$ cat src/rtl/stack_seq_pkg.sv
package stack_seq_pkg;
  localparam int OP_W   = 4;
  localparam int STEP_W = 2;

  typedef enum logic [OP_W-1:0] {
    OP_PUSH_PSW = 4'h0,
    OP_POP_PSW  = 4'h1,
    OP_PUSH_RP  = 4'h2,
    OP_POP_RP   = 4'h3,
    OP_LD_IMM   = 4'h4,
    OP_LD_RP    = 4'h5,
    OP_RD_SP    = 4'h6,
    OP_ADD_SP   = 4'h7,
    OP_SUB_SP   = 4'h8
  } stk_op_e;

  // index of the final step of each operation
  function automatic logic [STEP_W-1:0] op_last(input logic [OP_W-1:0] op);
    case (op)
      OP_PUSH_PSW, OP_PUSH_RP, OP_POP_RP: op_last = STEP_W'(1);
      OP_POP_PSW:                         op_last = STEP_W'(2);
      default:                            op_last = '0;
    endcase
  endfunction

  function automatic logic op_known(input logic [OP_W-1:0] op);
    op_known = (op <= OP_SUB_SP);
  endfunction
endpackage

$ cat src/rtl/stack_seq_ctrl.sv
module stack_seq_ctrl
  import stack_seq_pkg::*;
(
  input  logic              clk,
  input  logic              rst_n,
  input  logic              cmd_valid,
  input  logic [OP_W-1:0]   cmd_op,
  output logic              busy,
  output logic              accept,
  output logic              finish,
  output logic [OP_W-1:0]   op_q,
  output logic [STEP_W-1:0] step,
  output logic              done,
  output logic [STEP_W-1:0] cyc_used
);
  logic              busy_q, busy_d;
  logic [STEP_W-1:0] step_q, step_d, last_q, last_d;
  logic [OP_W-1:0]   op_d;
  logic              done_q;
  logic [STEP_W-1:0] cyc_q, cyc_d;

  assign accept = cmd_valid & ~busy_q & op_known(cmd_op);
  assign finish = busy_q & (step_q == last_q);

  always_comb begin
    busy_d = busy_q;
    step_d = step_q;
    last_d = last_q;
    op_d   = op_q;
    cyc_d  = cyc_q;
    if (accept) begin
      busy_d = 1'b1;
      step_d = '0;
      last_d = op_last(cmd_op);
      op_d   = cmd_op;
    end else if (finish) begin
      busy_d = 1'b0;
      cyc_d  = last_q + STEP_W'(1);
    end else if (busy_q) begin
      step_d = step_q + STEP_W'(1);
    end
  end

  always_ff @(posedge clk or negedge rst_n) begin
    if (!rst_n) begin
      busy_q <= 1'b0;
      step_q <= '0;
      last_q <= '0;
      op_q   <= '0;
      cyc_q  <= '0;
      done_q <= 1'b0;
    end else begin
      busy_q <= busy_d;
      step_q <= step_d;
      last_q <= last_d;
      op_q   <= op_d;
      cyc_q  <= cyc_d;
      done_q <= finish;
    end
  end

  assign busy     = busy_q;
  assign step     = step_q;
  assign done     = done_q;
  assign cyc_used = cyc_q;
endmodule

$ cat src/rtl/stack_seq_port.sv
module stack_seq_port
  import stack_seq_pkg::*;
#(
  parameter int AW = 16,
  parameter int DW = 8
) (
  input  logic              busy,
  input  logic [OP_W-1:0]   op_q,
  input  logic [STEP_W-1:0] step,
  input  logic [AW-1:0]     sp,
  input  logic [2*DW-1:0]   opnd_q,
  input  logic [DW-1:0]     psw_q,
  output logic [AW-1:0]     mem_addr,
  output logic [DW-1:0]     mem_wdata,
  output logic              mem_we
);
  logic first;
  assign first = (step == '0);

  always_comb begin
    mem_addr  = sp;
    mem_wdata = '0;
    mem_we    = 1'b0;
    if (busy) begin
      case (op_q)
        OP_PUSH_PSW: begin
          mem_we    = 1'b1;
          mem_addr  = first ? sp - AW'(1) : sp - AW'(2);
          mem_wdata = first ? psw_q : '0;
        end
        OP_PUSH_RP: begin
          mem_we    = 1'b1;
          mem_addr  = first ? sp - AW'(1) : sp - AW'(2);
          mem_wdata = first ? opnd_q[2*DW-1:DW] : opnd_q[DW-1:0];
        end
        OP_POP_RP:  mem_addr = first ? sp : sp + AW'(1);
        OP_POP_PSW: mem_addr = sp + AW'(1);
        default:    mem_addr = sp;
      endcase
    end
  end
endmodule

$ cat src/rtl/stack_seq_dp.sv
module stack_seq_dp
  import stack_seq_pkg::*;
#(
  parameter int            AW       = 16,
  parameter int            DW       = 8,
  parameter logic [AW-1:0] SP_RESET = '0
) (
  input  logic              clk,
  input  logic              rst_n,
  input  logic              accept,
  input  logic              finish,
  input  logic              busy,
  input  logic [OP_W-1:0]   cmd_op,
  input  logic [OP_W-1:0]   op_q,
  input  logic [STEP_W-1:0] step,
  input  logic [2*DW-1:0]   cmd_imm,
  input  logic [2*DW-1:0]   cmd_rp,
  input  logic [DW-1:0]     cmd_psw,
  input  logic [1:0]        cmd_pair,
  input  logic [DW-1:0]     mem_rdata,
  output logic [AW-1:0]     sp,
  output logic [2*DW-1:0]   opnd_q,
  output logic [DW-1:0]     psw_q,
  output logic [2*DW-1:0]   res_rp,
  output logic              rp_we,
  output logic [1:0]        rp_dst,
  output logic [DW-1:0]     res_psw,
  output logic              psw_we
);
  logic [AW-1:0]   sp_q, sp_d;
  logic [2*DW-1:0] opnd_d, res_rp_d;
  logic [DW-1:0]   lo_q, res_psw_d;
  logic            cap_lo, cap_psw, rp_we_d, psw_we_d;
  logic            imm_src;

  assign imm_src = (cmd_op == OP_LD_IMM) | (cmd_op == OP_ADD_SP) | (cmd_op == OP_SUB_SP);
  assign opnd_d  = imm_src ? cmd_imm : cmd_rp;
  assign cap_lo  = busy & (op_q == OP_POP_RP)  & (step == '0);
  assign cap_psw = busy & (op_q == OP_POP_PSW) & (step == '0);

  always_comb begin
    sp_d     = sp_q;
    res_rp_d = res_rp;
    rp_we_d  = 1'b0;
    psw_we_d = 1'b0;
    res_psw_d = cap_psw ? mem_rdata : res_psw;
    if (finish) begin
      case (op_q)
        OP_PUSH_PSW, OP_PUSH_RP: sp_d = sp_q - AW'(2);
        OP_POP_PSW: begin
          sp_d     = sp_q + AW'(2);
          psw_we_d = 1'b1;
        end
        OP_POP_RP: begin
          sp_d     = sp_q + AW'(2);
          res_rp_d = {mem_rdata, lo_q};
          rp_we_d  = 1'b1;
        end
        OP_LD_IMM, OP_LD_RP: sp_d = AW'(opnd_q);
        OP_RD_SP: begin
          res_rp_d = (2*DW)'(sp_q);
          rp_we_d  = 1'b1;
        end
        OP_ADD_SP: sp_d = sp_q + AW'(opnd_q[DW-1:0]);
        OP_SUB_SP: sp_d = sp_q - AW'(opnd_q[DW-1:0]);
        default:   sp_d = sp_q;
      endcase
    end
  end

  always_ff @(posedge clk or negedge rst_n) begin
    if (!rst_n) begin
      sp_q    <= SP_RESET;
      opnd_q  <= '0;
      psw_q   <= '0;
      rp_dst  <= '0;
      lo_q    <= '0;
      res_rp  <= '0;
      res_psw <= '0;
      rp_we   <= 1'b0;
      psw_we  <= 1'b0;
    end else begin
      if (accept) begin
        opnd_q <= opnd_d;
        psw_q  <= cmd_psw;
        rp_dst <= cmd_pair;
      end
      if (cap_lo) lo_q <= mem_rdata;
      if (finish) sp_q <= sp_d;
      res_rp  <= res_rp_d;
      res_psw <= res_psw_d;
      rp_we   <= rp_we_d;
      psw_we  <= psw_we_d;
    end
  end

  assign sp = sp_q;
endmodule

$ cat src/rtl/stack_seq.sv
module stack_seq
  import stack_seq_pkg::*;
#(
  parameter int            AW       = 16,
  parameter int            DW       = 8,
  parameter logic [AW-1:0] SP_RESET = 16'h00F0
) (
  input  logic              clk,
  input  logic              rst_n,
  input  logic              cmd_valid,
  input  logic [OP_W-1:0]   cmd_op,
  input  logic [2*DW-1:0]   cmd_imm,
  input  logic [2*DW-1:0]   cmd_rp,
  input  logic [DW-1:0]     cmd_psw,
  input  logic [1:0]        cmd_pair,
  output logic              busy,
  output logic              done,
  output logic [STEP_W-1:0] cyc_used,
  output logic [AW-1:0]     sp,
  output logic [2*DW-1:0]   res_rp,
  output logic              rp_we,
  output logic [1:0]        rp_dst,
  output logic [DW-1:0]     res_psw,
  output logic              psw_we,
  output logic [AW-1:0]     mem_addr,
  output logic [DW-1:0]     mem_wdata,
  output logic              mem_we,
  input  logic [DW-1:0]     mem_rdata
);
  logic              accept, finish;
  logic [OP_W-1:0]   op_q;
  logic [STEP_W-1:0] step;
  logic [2*DW-1:0]   opnd_q;
  logic [DW-1:0]     psw_q;

  stack_seq_ctrl u_ctrl (
    .clk(clk), .rst_n(rst_n), .cmd_valid(cmd_valid), .cmd_op(cmd_op),
    .busy(busy), .accept(accept), .finish(finish), .op_q(op_q),
    .step(step), .done(done), .cyc_used(cyc_used)
  );

  stack_seq_dp #(.AW(AW), .DW(DW), .SP_RESET(SP_RESET)) u_dp (
    .clk(clk), .rst_n(rst_n), .accept(accept), .finish(finish), .busy(busy),
    .cmd_op(cmd_op), .op_q(op_q), .step(step), .cmd_imm(cmd_imm),
    .cmd_rp(cmd_rp), .cmd_psw(cmd_psw), .cmd_pair(cmd_pair),
    .mem_rdata(mem_rdata), .sp(sp), .opnd_q(opnd_q), .psw_q(psw_q),
    .res_rp(res_rp), .rp_we(rp_we), .rp_dst(rp_dst), .res_psw(res_psw),
    .psw_we(psw_we)
  );

  stack_seq_port #(.AW(AW), .DW(DW)) u_port (
    .busy(busy), .op_q(op_q), .step(step), .sp(sp), .opnd_q(opnd_q),
    .psw_q(psw_q), .mem_addr(mem_addr), .mem_wdata(mem_wdata), .mem_we(mem_we)
  );
endmodule

$ cat config.mk
export PLATFORM = sky130hd
export DESIGN_NAME = stack_seq
export DESIGN_NICKNAME = d
export VERILOG_FILES = /design/src/rtl/stack_seq_pkg.sv /design/src/rtl/stack_seq_ctrl.sv /design/src/rtl/stack_seq_port.sv /design/src/rtl/stack_seq_dp.sv /design/src/rtl/stack_seq.sv
export SDC_FILE = /design/constraint.sdc
export NUM_CORES = 1
export LEC_CHECK = 0
export ABC_AREA = 0
export BUFFER_PORTS_ARGS = -buffer_cell sky130_fd_sc_hd__buf_2
export CAP_MARGIN = 15
export CORE_UTILIZATION = 52
export DETAILED_ROUTE_END_ITERATION = 8
export PLACE_DENSITY = 0.77
export SLEW_MARGIN = 10
export SYNTH_ARGS = -nofsm -noshare
export SYNTH_HDL_FRONTEND = slang
export SYNTH_HIERARCHICAL = 1
export SYNTH_SLANG_ARGS = --single-unit
$ cat constraint.sdc
create_clock -name clk -period 3.1 [get_ports clk]
set_clock_uncertainty 0.1 [all_clocks]
set_input_delay 0.62 -clock clk [delete_from_list [all_inputs] [get_ports clk]]
set_output_delay 0.62 -clock clk [all_outputs]
set_load 0.01 [all_outputs]
==> results.ini <==
[cells_and_area]
fillCellCount=1050
drive_above_1_share_pct=32.1
fin_util_pct=68.4
n_antenna_cell=0
layout.nets=1087
syn2layout_area_growth_pct=26.4
stdcell_count=1170

[die]
dieArea_um2=13800
ios=130
num_rows=41
core_um2=12800
die_y_um=117
initial_core_util_pct=54.1
dieWidth_um=117

[timing]
setup_viol=0
min_period_ps=3090
tightest_slew_ps=1100
hold_viol=0
fmaxAchievable_ghz=0.323
slew_viol_final=0
post-route-period-util_pct=99.8
max-slew-margin-rel_pct=26.9
rsz0062_at_grt=yes

[routing]
drc=0
drt_pre_antenna_iters=7
wire_per_inst_um=18.1
drt_iter0_drc=784
detail_route.wirelength_um=21200
vias=7099
vias_per_cell=6.07
ant_nets=0

[synthesis]
ys.flop_type=dfrtp_1
synth_cell_types=80
ys_seq_area_share_pct=31.9
ys_ff_latch=88
synthTopCellsByArea=dfrtp_1 (30%), ha_1 (6.3%), nand2_1 (6.1%)
synth_area_um2=6910
ys_warn_count=6
synth_top_cell_by_area=dfrtp_1
async_flop_share_pct=100
avgSynthCellArea_um2=8.43
synth_top_area_share_pct=30.4
synth_nets=914
netlist_instances=820
synth_edf_count=0

[run_status]
outcome=completed

[setup_path]
cp.arrival_ps=2370
critPathMaxFanout=5
crit_path_end_kind=primary output
cp.required_ps=2380
crit_path_start_kind=flop
path_cells=buf_6, ha_2, nand3_2, nor2_2, nand4_1, mux2_2, a221o_1, buf_2
worst-path-buf-inv=2
slowest_stage=dfrtp_1
crit_family=flip-flops
critPathKind=reg2out
slowest_delay_ps=440

[global_routing]
gr-total-overflow=0
grt_first_pass_wirelength_um=33300
grt_pass1_vias=6544
groute.usage.overall_pct=30.6
antenna_found_initial=0
grt_max_degree=50

[power]
p_sw_share_pct=49.1
clkPwrFrac_pct=9.4
internal_power_uw=5700
powerDensity_nw_per_um2=1280
leakage_uw=0.00397
combPwrFrac_pct=68.9
irDropWorstVdd_mv=0.541
pwr-share-seq_pct=21.6
finalPower_uw=11200
power.net_switching_uw=5480

[cts]
clk_latency_ps=360
cts_inserted_buffers=9
cts-root-buf=clkbuf_16
clk_pin_slew_ps=70
cts_sinks=88
cts_tree=done
clock_path_buffers=2
htreeDepth=3
cts_hold_buffers=0

[job]
cap_violations=0

[placed_design]
post-dp-hpwl_um=15700
portBuffers=129
dp.cells=1139
place.gp.congestion=0.948

[worst_hold_path]
min_path_type=in2async

metal layers:
layer	track usage [%]	routed length (µm)	up-vias	share of wire, %
met2	48.2	9830	377	46
li1	-	-	3344	-
met3	4.96	1880	45	8.9
met5	0	0	-	0
met1	41.4	8930	3333	42
met4	13.1	572	0	2.7
flip-flops by register name, indices dropped and copies added (netlist names):
signal,flops
u_ctrl/done,1
u_dp/rp_dst,2
u_ctrl/step,2
u_dp/res_rp,16
u_ctrl/cyc_used,2
u_ctrl/busy,1
u_ctrl/last_q,2
u_ctrl/op_q,4
u_dp/sp,16
u_dp/rp_we,1
u_dp/res_psw,8
u_dp/lo_q,8
u_dp/psw_we,1
u_dp/psw_q,8
u_dp/opnd_q,16
power by group through the flow:
stage          clock network (µW)  registers, µW  logic, µW
2_1_floorplan                   0           2400       4690
3_3_place_gp                    0           2360       6960
3_5_place_dp                    0           2380       7060
4_1_cts                      1070           2370       7200
5_1_grt                      1110           2490       8400
6_report                     1060           2420       7710
Yosys cell counts (all sizes together) (16+ instances only):
library cell	n
xnor2	22
clkbuf	26
nor2	83
ha	35
o21ai	74
nand2	113
buf	16
nand3	19
mux2	31
a21oi	63
inv	21
mux2i	34
dfrtp	84
worst register-to-register path: stages, from the launching register on:
cell,delay [ps]
dfrtp_1,380
buf_4,180
nor2_1,100
and2_2,190
clkinvlp_4,100
buf_12,160
ha_4,230
nor2b_1,140
o31ai_2,270
a21oi_1,180
a21o_1,220
or4_1,440
a31oi_2,200
a221oi_2,50
cells by family (layout without fill, tap and decap cells):
logic type	after synthesis	count (layout)	share of synthesized area [%]
AOI/OAI and AO/OA	238	238	22.6
xor gates and xnor gates	35	35	4.43
adders and majority gates	37	37	6.91
buffers and inverters	63	241	4.00
DFF	88	88	31.9
muxes	65	65	9.97
and+or+nand+nor	294	294	20.1
path summary, 6_finish.rpt:
path / start / end / slack, ps / cells past startpoint
setup / recovery: u_dp/sp[2] / mem_addr[15] / 6 / 8
hold / removal: rst_n / u_dp/lo_q[5] / 170 / 1
setup reg to reg: u_ctrl/op_q[2] / u_dp/sp[15] / 60 / 13
hold reg to reg: u_dp/res_rp[5] / u_dp/res_rp[5] / 390 / 2
max in group asynchronous: rst_n / u_dp/opnd_q[7] / 2080 / 2
min in group clk: u_dp/res_rp[5] / u_dp/res_rp[5] / 390 / 2
metrics by stage:
step | setup TNS [ps] | worst slack, ps | instance area, µm² | hold WS [ps]
6_report | 0 | 6.20 | 8740 | 171
5_1_grt | -409 | -143 | 8740 | 230
3_5_place_dp | -26.1 | -26.1 | 8120 | 374
2_1_floorplan | 0 | 1.09 | 6950 | 224
4_1_cts | 0 | 9.25 | 8460 | 199
3_3_place_gp | 0 | 70.3 | 8120 | 358
layout make-up:
| cell class | count | area (µm²) | area share (%) |
|---|---|---|---|
| Sequential cell | 88 | 2210 | 25.3 |
| Inverter | 21 | 82.6 | 0.945 |
| Multi-Input combinational cell | 669 | 4680 | 53.5 |
| Clock buffer | 10 | 229 | 2.62 |
| Timing Repair Buffer | 204 | 1270 | 14.5 |
| Clock inverter | 6 | 50.0 | 0.573 |
| Tap cell | 172 | 215 | 2.46 |
cells in the final DEF (no fill, tap or decap), types with 5 or more instances in the layout:
cell,count
nand2b_1,9
mux2i_1,34
a31oi_1,8
o211ai_1,5
nand3_1,13
nor2_1,82
ha_1,25
buf_4,67
nor3_1,9
ha_2,5
nand2_1,112
o21ai_1,13
o21a_1,6
dfrtp_1,78
ha_4,5
nor2b_1,6
inv_1,17
or3_1,7
a222oi_1,7
buf_2,128
nand3_2,6
xnor2_1,22
o21ai_0,59
buf_6,6
a21oi_2,5
mux2_2,30
a21oi_1,56
nand4_1,9
xor2_1,13
dfrtp_2,6
a21o_1,14
clkbuf_16,9
timing repair:
item | 4_1_cts | 5_1_grt
gates resized for setup | 16 | 46
buffers inserted | 0 | 15
endpoints found under the setup margin | 9 | 19
pin swaps | 0 | 15
Power figures use the tool's default switching activity.
